<file path="config.mk">
export PLATFORM = sky130hd
export DESIGN_NAME = score_bus_arbiter
export DESIGN_NICKNAME = d
export VERILOG_FILES = /design/src/rtl/sba_pkg.sv /design/src/rtl/sba_skip_lfsr.sv /design/src/rtl/sba_score_cell.sv /design/src/rtl/sba_min_select.sv /design/src/rtl/score_bus_arbiter.sv
export SDC_FILE = /design/constraint.sdc
export NUM_CORES = 1
export LEC_CHECK = 0
export BUFFER_PORTS_ARGS = -buffer_cell sky130_fd_sc_hd__buf_2
export CORE_MARGIN = 5
export CORE_UTILIZATION = 40
export CTS_BUF_LIST = sky130_fd_sc_hd__clkbuf_16
export CTS_CLUSTER_SIZE = 28
export DETAILED_ROUTE_END_ITERATION = 8
export SLEW_MARGIN = 0
export SYNTH_ARGS = -nofsm -noshare
export SYNTH_HDL_FRONTEND = slang
export SYNTH_HIERARCHICAL = 1
export SYNTH_SLANG_ARGS = --single-unit
export TNS_END_PERCENT = 10
</file>
<file path="constraint.sdc">
create_clock -name clk_i -period 4.5 [get_ports clk_i]
set_input_delay 0.9 -clock clk_i [delete_from_list [all_inputs] [get_ports clk_i]]
set_output_delay 0.9 -clock clk_i [all_outputs]
set_load 0.01 [all_outputs]
</file>
<file path="src/rtl/sba_pkg.sv">
package sba_pkg;

   // Per-queue update command produced by the top for each score cell.
   typedef struct packed {
      logic commit;   // apply an update this cycle
      logic won;      // this queue is the one being granted
   } sba_upd_t;

endpackage

</file>
<file path="src/rtl/sba_skip_lfsr.sv">
module sba_skip_lfsr #(
   parameter int unsigned           LFSR_W    = 16,
   parameter logic [LFSR_W-1:0]     TAPS      = 16'hB400,
   parameter logic [LFSR_W-1:0]     SEED      = 16'h0001,
   parameter int unsigned           SKIP_BITS = 10
) (
   input  logic clk_i,
   input  logic rst_ni,
   input  logic adv_i,
   output logic skip_o
);

   logic [LFSR_W-1:0] lfsr_q;
   logic              fb;

   if (SKIP_BITS > LFSR_W) begin : g_bad_skip
      $error("SKIP_BITS must not exceed LFSR_W");
   end
   if (SEED == '0) begin : g_bad_seed
      $error("LFSR seed must be nonzero");
   end

   assign fb     = ^(lfsr_q & TAPS);
   assign skip_o = (lfsr_q[SKIP_BITS-1:0] == '0);

   always_ff @(posedge clk_i or negedge rst_ni) begin
      if (!rst_ni)    lfsr_q <= SEED;
      else if (adv_i) lfsr_q <= {lfsr_q[LFSR_W-2:0], fb};
   end

   // register never reaches the lock-up state
   a_r7_lfsr_nonzero: assert property (@(posedge clk_i) disable iff (!rst_ni)
      lfsr_q != '0);
   // register moves only when a grant is made
   a_r7_lfsr_hold: assert property (@(posedge clk_i) disable iff (!rst_ni)
      !adv_i |=> $stable(lfsr_q));

endmodule

</file>
<file path="src/rtl/sba_score_cell.sv">
module sba_score_cell
   import sba_pkg::*;
#(
   parameter int unsigned SCORE_W = 4,
   parameter int unsigned STEP_W  = 2
) (
   input  logic               clk_i,
   input  logic               rst_ni,
   input  sba_upd_t           upd_i,
   input  logic [STEP_W-1:0]  step_i,
   output logic [SCORE_W-1:0] score_o
);

   localparam int unsigned        SUM_W = SCORE_W + 1;
   localparam logic [SCORE_W-1:0] S_MAX = '1;

   logic [SCORE_W-1:0] score_q, up_val, dn_val, nxt;
   logic [SUM_W-1:0]   sum;

   always_comb begin
      sum    = {1'b0, score_q} + SUM_W'(step_i);
      up_val = sum[SCORE_W] ? S_MAX : sum[SCORE_W-1:0];
      dn_val = (score_q == '0) ? '0 : score_q - 1'b1;
      nxt    = upd_i.won ? up_val : dn_val;
   end

   always_ff @(posedge clk_i or negedge rst_ni) begin
      if (!rst_ni)           score_q <= '0;
      else if (upd_i.commit) score_q <= nxt;
   end

   assign score_o = score_q;

   // winner's score never drops (no wrap past the ceiling)
   a_r5_no_wrap_up: assert property (@(posedge clk_i) disable iff (!rst_ni)
      (upd_i.commit && upd_i.won) |=> score_q >= $past(score_q));
   // loser's score never rises (no wrap below zero)
   a_r6_no_wrap_down: assert property (@(posedge clk_i) disable iff (!rst_ni)
      (upd_i.commit && !upd_i.won) |=> score_q <= $past(score_q));
   // without a committed update the score is frozen
   a_r7_score_hold: assert property (@(posedge clk_i) disable iff (!rst_ni)
      !upd_i.commit |=> $stable(score_q));

endmodule

</file>
<file path="src/rtl/sba_min_select.sv">
module sba_min_select #(
   parameter int unsigned NUM_REQ = 4,
   parameter int unsigned SCORE_W = 4,
   parameter int unsigned IDX_W   = 2
) (
   input  logic [NUM_REQ-1:0]              req_i,
   input  logic [NUM_REQ-1:0][SCORE_W-1:0] scores_i,
   output logic [IDX_W-1:0]                win_idx_o,
   output logic [NUM_REQ-1:0]              win_oh_o,
   output logic                            any_o
);

   logic               found;
   logic [SCORE_W-1:0] best;
   logic [IDX_W-1:0]   idx;

   // Ascending scan with strict compare: equal scores keep the lower index.
   always_comb begin
      found = 1'b0;
      best  = '0;
      idx   = '0;
      for (int i = 0; i < NUM_REQ; i++) begin
         if (req_i[i] && (!found || scores_i[i] < best)) begin
            found = 1'b1;
            best  = scores_i[i];
            idx   = IDX_W'(i);
         end
      end
   end

   for (genvar g = 0; g < NUM_REQ; g++) begin : g_oh
      assign win_oh_o[g] = found && (idx == IDX_W'(g));
   end

   assign win_idx_o = idx;
   assign any_o     = found;

endmodule

</file>
<file path="src/rtl/score_bus_arbiter.sv">
module score_bus_arbiter
   import sba_pkg::*;
#(
   parameter int unsigned       NUM_REQ   = 4,
   parameter int unsigned       SCORE_W   = 4,
   parameter int unsigned       LFSR_W    = 16,
   parameter logic [LFSR_W-1:0] LFSR_TAPS = 16'hB400,
   parameter logic [LFSR_W-1:0] LFSR_SEED = 16'h0001,
   parameter int unsigned       SKIP_BITS = 10,
   localparam int unsigned      IDX_W     = (NUM_REQ > 2) ? $clog2(NUM_REQ) : 1,
   localparam int unsigned      STEP_W    = IDX_W
) (
   input  logic                clk_i,
   input  logic                rst_ni,
   input  logic [NUM_REQ-1:0]  req_i,
   input  logic [STEP_W-1:0]   step_up_i,
   output logic [NUM_REQ-1:0]  gnt_o,
   output logic                gnt_valid_o
);

   if (NUM_REQ < 2) begin : g_bad_n
      $error("NUM_REQ must be at least 2");
   end
   if (STEP_W > SCORE_W) begin : g_bad_w
      $error("SCORE_W too narrow for the step range");
   end

   logic [NUM_REQ-1:0][SCORE_W-1:0] scores;
   logic [IDX_W-1:0]                win_idx;
   logic [NUM_REQ-1:0]              win_oh;
   logic                            any_req, skip, commit;
   logic [NUM_REQ-1:0]              gnt_q;
   logic                            vld_q;

   sba_min_select #(
      .NUM_REQ (NUM_REQ),
      .SCORE_W (SCORE_W),
      .IDX_W   (IDX_W)
   ) u_sel (
      .req_i     (req_i),
      .scores_i  (scores),
      .win_idx_o (win_idx),
      .win_oh_o  (win_oh),
      .any_o     (any_req)
   );

   sba_skip_lfsr #(
      .LFSR_W    (LFSR_W),
      .TAPS      (LFSR_TAPS),
      .SEED      (LFSR_SEED),
      .SKIP_BITS (SKIP_BITS)
   ) u_skip (
      .clk_i  (clk_i),
      .rst_ni (rst_ni),
      .adv_i  (any_req),
      .skip_o (skip)
   );

   assign commit = any_req && !skip;

   for (genvar g = 0; g < NUM_REQ; g++) begin : g_cell
      sba_upd_t upd;
      assign upd.commit = commit;
      assign upd.won    = win_oh[g];

      sba_score_cell #(
         .SCORE_W (SCORE_W),
         .STEP_W  (STEP_W)
      ) u_cell (
         .clk_i   (clk_i),
         .rst_ni  (rst_ni),
         .upd_i   (upd),
         .step_i  (step_up_i),
         .score_o (scores[g])
      );

      // no requesting queue beats the chosen one
      a_r3_lowest_wins: assert property (@(posedge clk_i) disable iff (!rst_ni)
         (any_req && req_i[g] && win_idx != IDX_W'(g)) |->
            (scores[g] > scores[win_idx] ||
             (scores[g] == scores[win_idx] && IDX_W'(g) > win_idx)));
   end

   always_ff @(posedge clk_i or negedge rst_ni) begin
      if (!rst_ni) begin
         gnt_q <= '0;
         vld_q <= 1'b0;
      end else begin
         gnt_q <= win_oh;
         vld_q <= any_req;
      end
   end

   assign gnt_o       = gnt_q;
   assign gnt_valid_o = vld_q;

   // at most one grant bit
   a_r1_onehot: assert property (@(posedge clk_i) disable iff (!rst_ni)
      $onehot0(gnt_o));
   // valid flag agrees with the grant vector
   a_r1_valid_match: assert property (@(posedge clk_i) disable iff (!rst_ni)
      gnt_valid_o == (gnt_o != '0));
   // a grant always goes to a queue that requested one cycle earlier
   a_r1_granted_requested: assert property (@(posedge clk_i) disable iff (!rst_ni)
      (req_i != '0) |=> ((gnt_o & $past(req_i)) != '0));
   // idle cycle yields no grant
   a_r2_idle_no_grant: assert property (@(posedge clk_i) disable iff (!rst_ni)
      (req_i == '0) |=> !gnt_valid_o);

endmodule

</file>
==> results of run 1 <==
[registers in the layout, indices dropped and copies added, names as in the netlist]
register	cells
g_cell.u_cell/score_o	16
u_skip/lfsr_q	16
gnt_o	4
gnt_valid_o	1
[path summary, 6_finish.rpt]
kind	from	endpoint	slack (ps)	cells after the start
worst max-delay path	req_i[0]	g_cell[1].u_cell/score_o[2]	-420	25
worst min-delay path	u_skip/lfsr_q[11]	u_skip/lfsr_q[11]	500	1
worst max register to register	g_cell[0].u_cell/score_o[3]	g_cell[1].u_cell/score_o[2]	-160	24
worst min register to register	u_skip/lfsr_q[11]	u_skip/lfsr_q[11]	500	1
max in group asynchronous	rst_ni	g_cell[2].u_cell/score_o[3]	3250	1
min in group asynchronous	rst_ni	g_cell[1].u_cell/score_o[2]	710	1
[cells in the final DEF (no fill, tap or decap), types with 2 or more instances in the layout]
| cell | instances |
|---|---|
| xnor2_1 | 3 |
| a211o_1 | 6 |
| nor2_1 | 16 |
| nand2_4 | 2 |
| o22a_1 | 4 |
| dfrtp_1 | 36 |
| o21ai_0 | 8 |
| o211a_1 | 5 |
| ha_4 | 7 |
| clkbuf_16 | 5 |
| fa_1 | 4 |
| nand2_1 | 18 |
| nor3_1 | 4 |
| a31o_2 | 3 |
| buf_4 | 40 |
| a31oi_1 | 5 |
| nor3b_2 | 4 |
| nor3_4 | 3 |
| a32o_1 | 4 |
| ha_1 | 9 |
| nand3b_1 | 6 |
| mux2_2 | 15 |
| nand2b_1 | 2 |
| inv_1 | 26 |
| nand3_2 | 2 |
| buf_2 | 11 |
| mux2_4 | 3 |
| nor3b_1 | 4 |
| o211ai_1 | 2 |
| o21bai_1 | 5 |
| o31ai_1 | 4 |
| and3b_1 | 4 |
| nand3_1 | 4 |
| and3b_2 | 4 |
| nor3_2 | 4 |
| a21oi_1 | 15 |
[report_power, final]
part | switching, W | internal [W] | total [W]
Sequential | 0.000180 | 0.000504 | 0.000684
Combinational | 0.000826 | 0.000959 | 0.00178
Clock | 0.000140 | 0.000262 | 0.000403
Total | 0.00115 | 0.00173 | 0.00287
[per-stage QoR]
stage / hold WS, ps / TNS [ps] / utilization (%) / total power (W)
floorplan: 475 / -11550 / - / 0.00189
global placement: 487 / -16020 / 49.4 / 0.00228
detailed placement: 493 / -18640 / 49.4 / 0.00231
CTS: 506 / -6170 / 54.0 / 0.00286
global route: 528 / -10140 / 54.3 / 0.00314
finish: 505 / -5730 / 54.3 / 0.00287
[final cells by class]
class / instances / area (um2) / share of cell area [%]
multi-input cells: 200 / 1790 / 51.7
flip-flops and latches: 37 / 927 / 26.7
repair buffers: 53 / 382 / 11.0
clock buffers: 5 / 125 / 3.61
inverters: 26 / 97.6 / 2.81
well taps: 77 / 96.3 / 2.78
clock inverters: 3 / 46.3 / 1.34
[layer usage]
layer / wire length (um) / vias to the layer above
met5: 0 / -
met4: 67 / 0
met3: 156 / 5
met2: 2860 / 19
met1: 2910 / 1058
li1: - / 1101
[critical path, stage by stage]
cell and delay, ps:
buf_8 90, nand2_4 50, ha_4 250, a21o_1 170, nand2_1 60, o211ai_1 90, buf_4 170, mux2_4 320
ha_4 290, nor2_1 50, a211o_1 310, a32oi_4 240, a21oi_1 100, a31o_2 240, ha_4 220, a211o_1 270
a211oi_2 220, o311ai_2 160, o211ai_2 200, buf_6 150, nor3_4 60, nor3_2 140, buf_4 130, a21oi_1 30
o22a_1 170
[what timing repair did]
| item | in CTS | in global routing |
|---|---|---|
| endpoints found under the setup margin | 20 | 20 |
| buffers inserted | 11 | 1 |
| resized for setup | 9 | 2 |
| pin swaps | 12 | 3 |
| gates cloned | 1 | 0 |
==> reports/summary.txt, run 1 <==
clock root buffer - clkbuf_16
instance count of the mapped netlist - 269
met1 demand-to-capacity share in global routing - 21.3%
die area - 8360 um2
vias in the first global route - 2212
per-cell via count in the routed design - 5.44
final worst slack - -420 ps
ANT nets after route - 0
global routing usage on met2 - 25.0%
count of buffers from port buffering - 12
Most Crowded Layer GR - met2
non-filler cells in the finished layout - 401
largest net degree at the start of global routing - 38
nature of the critical path endpoint - register
mapped cell area - 2650 um2
violations in the final reports - negative setup slack
Period minus WS final - 4920 ps
drt initial violations - 73
pre-CTS setup slack - -1090 ps
DPL Wire Length - 4200 um
clock latency at the later pin of the worst-skew pair - 280 ps
total congestion overflow - 0
final RePlAce weighted congestion - 0.807
Final Routed Wirelength - 5990 um
Slew HR - 44.2%
post-layout instance area - 3470 um2
Die Y - 91.5 um
maximum root-to-sink buffer count - 2
total clock buffers created by CTS - 5
part of the cycle the worst path needs - 109%
unrepaired setup endpoints after global routing - true
number of filler instances in the final layout - 567
Synthesis Warnings - 6
worst-case clock skew - 5.76 ps
quantity of hold-fixing buffers added after cts - 0
CTS sink count - 37
average instance area after synthesis - 9.87 um2
worst IR drop on VDD - 0.506 mV
hold violation total from the final report - 0
placed cell count - 381
met3 capacity usage during global routing - 2.64%
DR vias - 2183
CTS H-tree lvls - 2
initial core utilization - 41.6%
Placeable Area - 6390 um2
DR pass1 iterations - 5
clock slew at reported path FFs - 60 ps
layout cells sized above 1 - 37.7%
outcome - finished, violations left
antenna violations before repair - 0
Std-Cell Rows - 29
arrival time of the worst setup path - 5090 ps
number of endpoints failing setup at the final stage - 19
number of max-cap violations - 0
post-route DRC violation count - 0
Top Ports - 13
CP startpoint kind - primary input
synthesis-to-finish area growth - 30.6%
path type of the worst setup path - primary input to register
first-pass GRT wire length - 10700 um
Total GRT Usage - 15.5%
peak clock frequency supported by timing - 203 MHz
average wire length per cell after detail routing - 14.9 um
largest driver fanout on the critical path - 6
Slew Limit Fails - 0
transition at the pin with the smallest max-transition slack - 836 ps
Die X-Extent - 91.5 um
min-delay worst type - register to register
critical path data required time - 4670 ps
clock tree from TritonCTS - done
areal power density over the cells - 828 nW/um2
Placement Cell Area - 3160 um2
Post-layout nets - 352
number of antenna cells inserted - 0
nets in the synthesized netlist - 298
leakage - 1.57 nW
(Power assumes the default switching activity.)
==> inputs of run 2 (changes only) <==
BUFFER_PORTS_ARGS = -buffer_cell sky130_fd_sc_hd__buf_4   (was -buffer_cell sky130_fd_sc_hd__buf_2)
==> run 2 against run 1 <==
The flow still finishes with violations (negative setup slack). Clock skew increased by 0.74 ps. Sequential share of layout area down 0.73 points. Worst setup slack lost 45 ps. Cell count up 0.75%. Combinational power up 5%. Die area stayed put. Largest cell class unchanged.
==> reports/summary.txt, run 2 (same netlist as run 1, synthesis figures left out) <==
Slew HR - 55.4% (was 44.2%)
initial core utilization - 41.6% (unchanged)
Period minus WS final - 4970 ps (was 4920 ps)
leakage - 1.61 nW (was 1.57 nW)
total clock buffers created by CTS - 5 (unchanged)
layout cells sized above 1 - 39.8% (was 37.7%)
worst IR drop on VDD - 0.378 mV (was 0.506 mV)
arrival time of the worst setup path - 5170 ps (was 5090 ps)
peak clock frequency supported by timing - 201 MHz (was 203 MHz)
clock slew at reported path FFs - 60 ps (about the same)
Slew Limit Fails - 0 (unchanged)
commonest cells after routing, fill and taps aside - buf_4 (51), dfrtp_1 (36), inv_1 (26) (was buf_4 (40), dfrtp_1 (36), inv_1 (26))
total congestion overflow - 0 (unchanged)
Die X-Extent - 91.5 um (unchanged)
placed cell count - 382 (was 381)
nature of the critical path endpoint - register (unchanged)
final worst slack - -465 ps (was -420 ps)
average wire length per cell after detail routing - 14.6 um (was 14.9 um)
number of antenna cells inserted - 0 (unchanged)
Setup TNS Final - -6900 ps (was -5730 ps)
areal power density over the cells - 831 nW/um2 (was 828 nW/um2)
total buffers and inverters traversed by the critical path - 4 (unchanged)
clock tree from TritonCTS - done (unchanged)
clock latency at the later pin of the worst-skew pair - 280 ps (about the same)
quantity of hold-fixing buffers added after cts - 0 (unchanged)
CTS H-tree lvls - 2 (unchanged)
path type of the worst setup path - primary input to register (unchanged)
DR vias - 2188 (was 2183)
most common library cell in the layout ignoring fill and taps - buf_4 (unchanged)
maximum root-to-sink buffer count - 2 (unchanged)
first-pass GRT wire length - 10100 um (was 10700 um)
violations in the final reports - negative setup slack (unchanged)
synthesis-to-finish area growth - 34.3% (was 30.6%)
clock root buffer - clkbuf_16 (unchanged)
Total GRT Usage - 14.9% (was 15.5%)
DR pass1 iterations - 4 (was 5)
most frequent cell on the critical path - ha_4 (unchanged)
min-delay worst type - register to register (unchanged)
post-route DRC violation count - 0 (unchanged)
die area - 8360 um2 (unchanged)
DPL Wire Length - 4220 um (was 4200 um)
ANT nets after route - 0 (unchanged)
Post-layout nets - 355 (was 352)
ordered list of cells on the worst path - buf_12, nand2_4, ha_4, a21o_1, nand2_1, o211ai_1, buf_4, mux2_4, ha_4, o21ai_2, a211o_1, a32oi_4, a21oi_2, a31o_2, ha_4, a211o_1, a211oi_4, o311ai_2, o211ai_2, buf_6, buf_6, nor3_2, and3b_2, nor3b_2
unrepaired setup endpoints after global routing - true (unchanged)
number of endpoints failing setup at the final stage - 19 (unchanged)
Worst R2R Start - g_cell[0].u_cell/score_o[3] (unchanged)
Placement Cell Area - 3190 um2 (was 3160 um2)
part of the cycle the worst path needs - 110% (was 109%)
drt initial violations - 56 (was 73)
final RePlAce weighted congestion - 0.804 (was 0.807)
highest cell delay on the worst timing path - 320 ps (about the same)
count of buffers from port buffering - 12 (unchanged)
per-cell via count in the routed design - 5.42 (was 5.44)
Std-Cell Rows - 29 (unchanged)
non-filler cells in the finished layout - 404 (was 401)
CP startpoint kind - primary input (unchanged)
Die Y - 91.5 um (unchanged)
final cell utilization of the core - 55.8% (was 54.3%)
largest net degree at the start of global routing - 38 (unchanged)
post-layout instance area - 3560 um2 (was 3470 um2)
CTS sink count - 37 (unchanged)
Top Ports - 13 (unchanged)
Final Routed Wirelength - 5890 um (was 5990 um)
Placeable Area - 6390 um2 (unchanged)
antenna violations before repair - 0 (unchanged)
critical path data required time - 4700 ps (was 4670 ps)
worst-case clock skew - 6.50 ps (was 5.76 ps)
transition at the pin with the smallest max-transition slack - 667 ps (was 836 ps)
number of max-cap violations - 0 (unchanged)
cell family contributing the most delay on the critical path - compound AO/OA/AOI/OAI gates (unchanged)
crit path launch - req_i[0] (unchanged)
outcome - finished, violations left (unchanged)
Min-Delay Startpoint - u_skip/lfsr_q[14] (was u_skip/lfsr_q[11])
largest driver fanout on the critical path - 6 (unchanged)
cell at the slowest stage of the critical path - mux2_4 (unchanged)
vias in the first global route - 2160 (was 2212)
hold violation total from the final report - 0 (unchanged)
[run 2: metal layers]
metal	up-vias	global-route usage [%]	part of all wire (%)	routed length (um)
li1	1099	-	-	-
met1	1056	19.6	49	2890
met2	23	23.7	46	2740
met3	10	2.73	2.5	146
met4	0	6.23	2.0	117
met5	-	0	0	0
[run 2: area by class of cell]
cell class,count,area (um2)
clock buffer,5,125
clock inverter,3,46.3
fill,578,2820
inverter,26,97.6
multi-input combinational,199,1810
sequential,37,927
tap,77,96.3
timing repair buffer,57,459
[run 2: worst paths after layout]
path / end / slack [ps] / cells past startpoint
max: g_cell[3].u_cell/score_o[3] / -470 / 24
min: u_skip/lfsr_q[14] / 500 / 1
max reg2reg: g_cell[3].u_cell/score_o[3] / -210 / 23
min reg2reg: u_skip/lfsr_q[14] / 500 / 1
max in group asynchronous: u_skip/lfsr_q[0] / 3550 / 1
min in group asynchronous: g_cell[1].u_cell/score_o[2] / 580 / 1
[run 2: through the flow]
stage | setup WS, ps | total power, W | hold WS (ps)
after global routing | -663 | 0.00322 | 516
after floorplan | -744 | 0.00189 | 475
after global placement | -924 | 0.00231 | 489
after CTS | -470 | 0.00290 | 506
after detailed placement | -1030 | 0.00233 | 493
final | -465 | 0.00296 | 504
[run 2: where the power goes]
group          switching (W)  leakage [nW]  internal [W]
registers           0.000180         0.440      0.000504
logic               0.000837          1.09       0.00104
clock network       0.000143        0.0800      0.000262
total                0.00116          1.61       0.00180
[run 2: timing repair]
| item | in CTS | in global routing |
|---|---|---|
| pin swaps | 24 | 9 |
| cloned | 1 | 0 |
| gates resized for setup | 12 | 12 |
| setup endpoints to repair | 20 | 20 |
| buffers inserted | 10 | 3 |
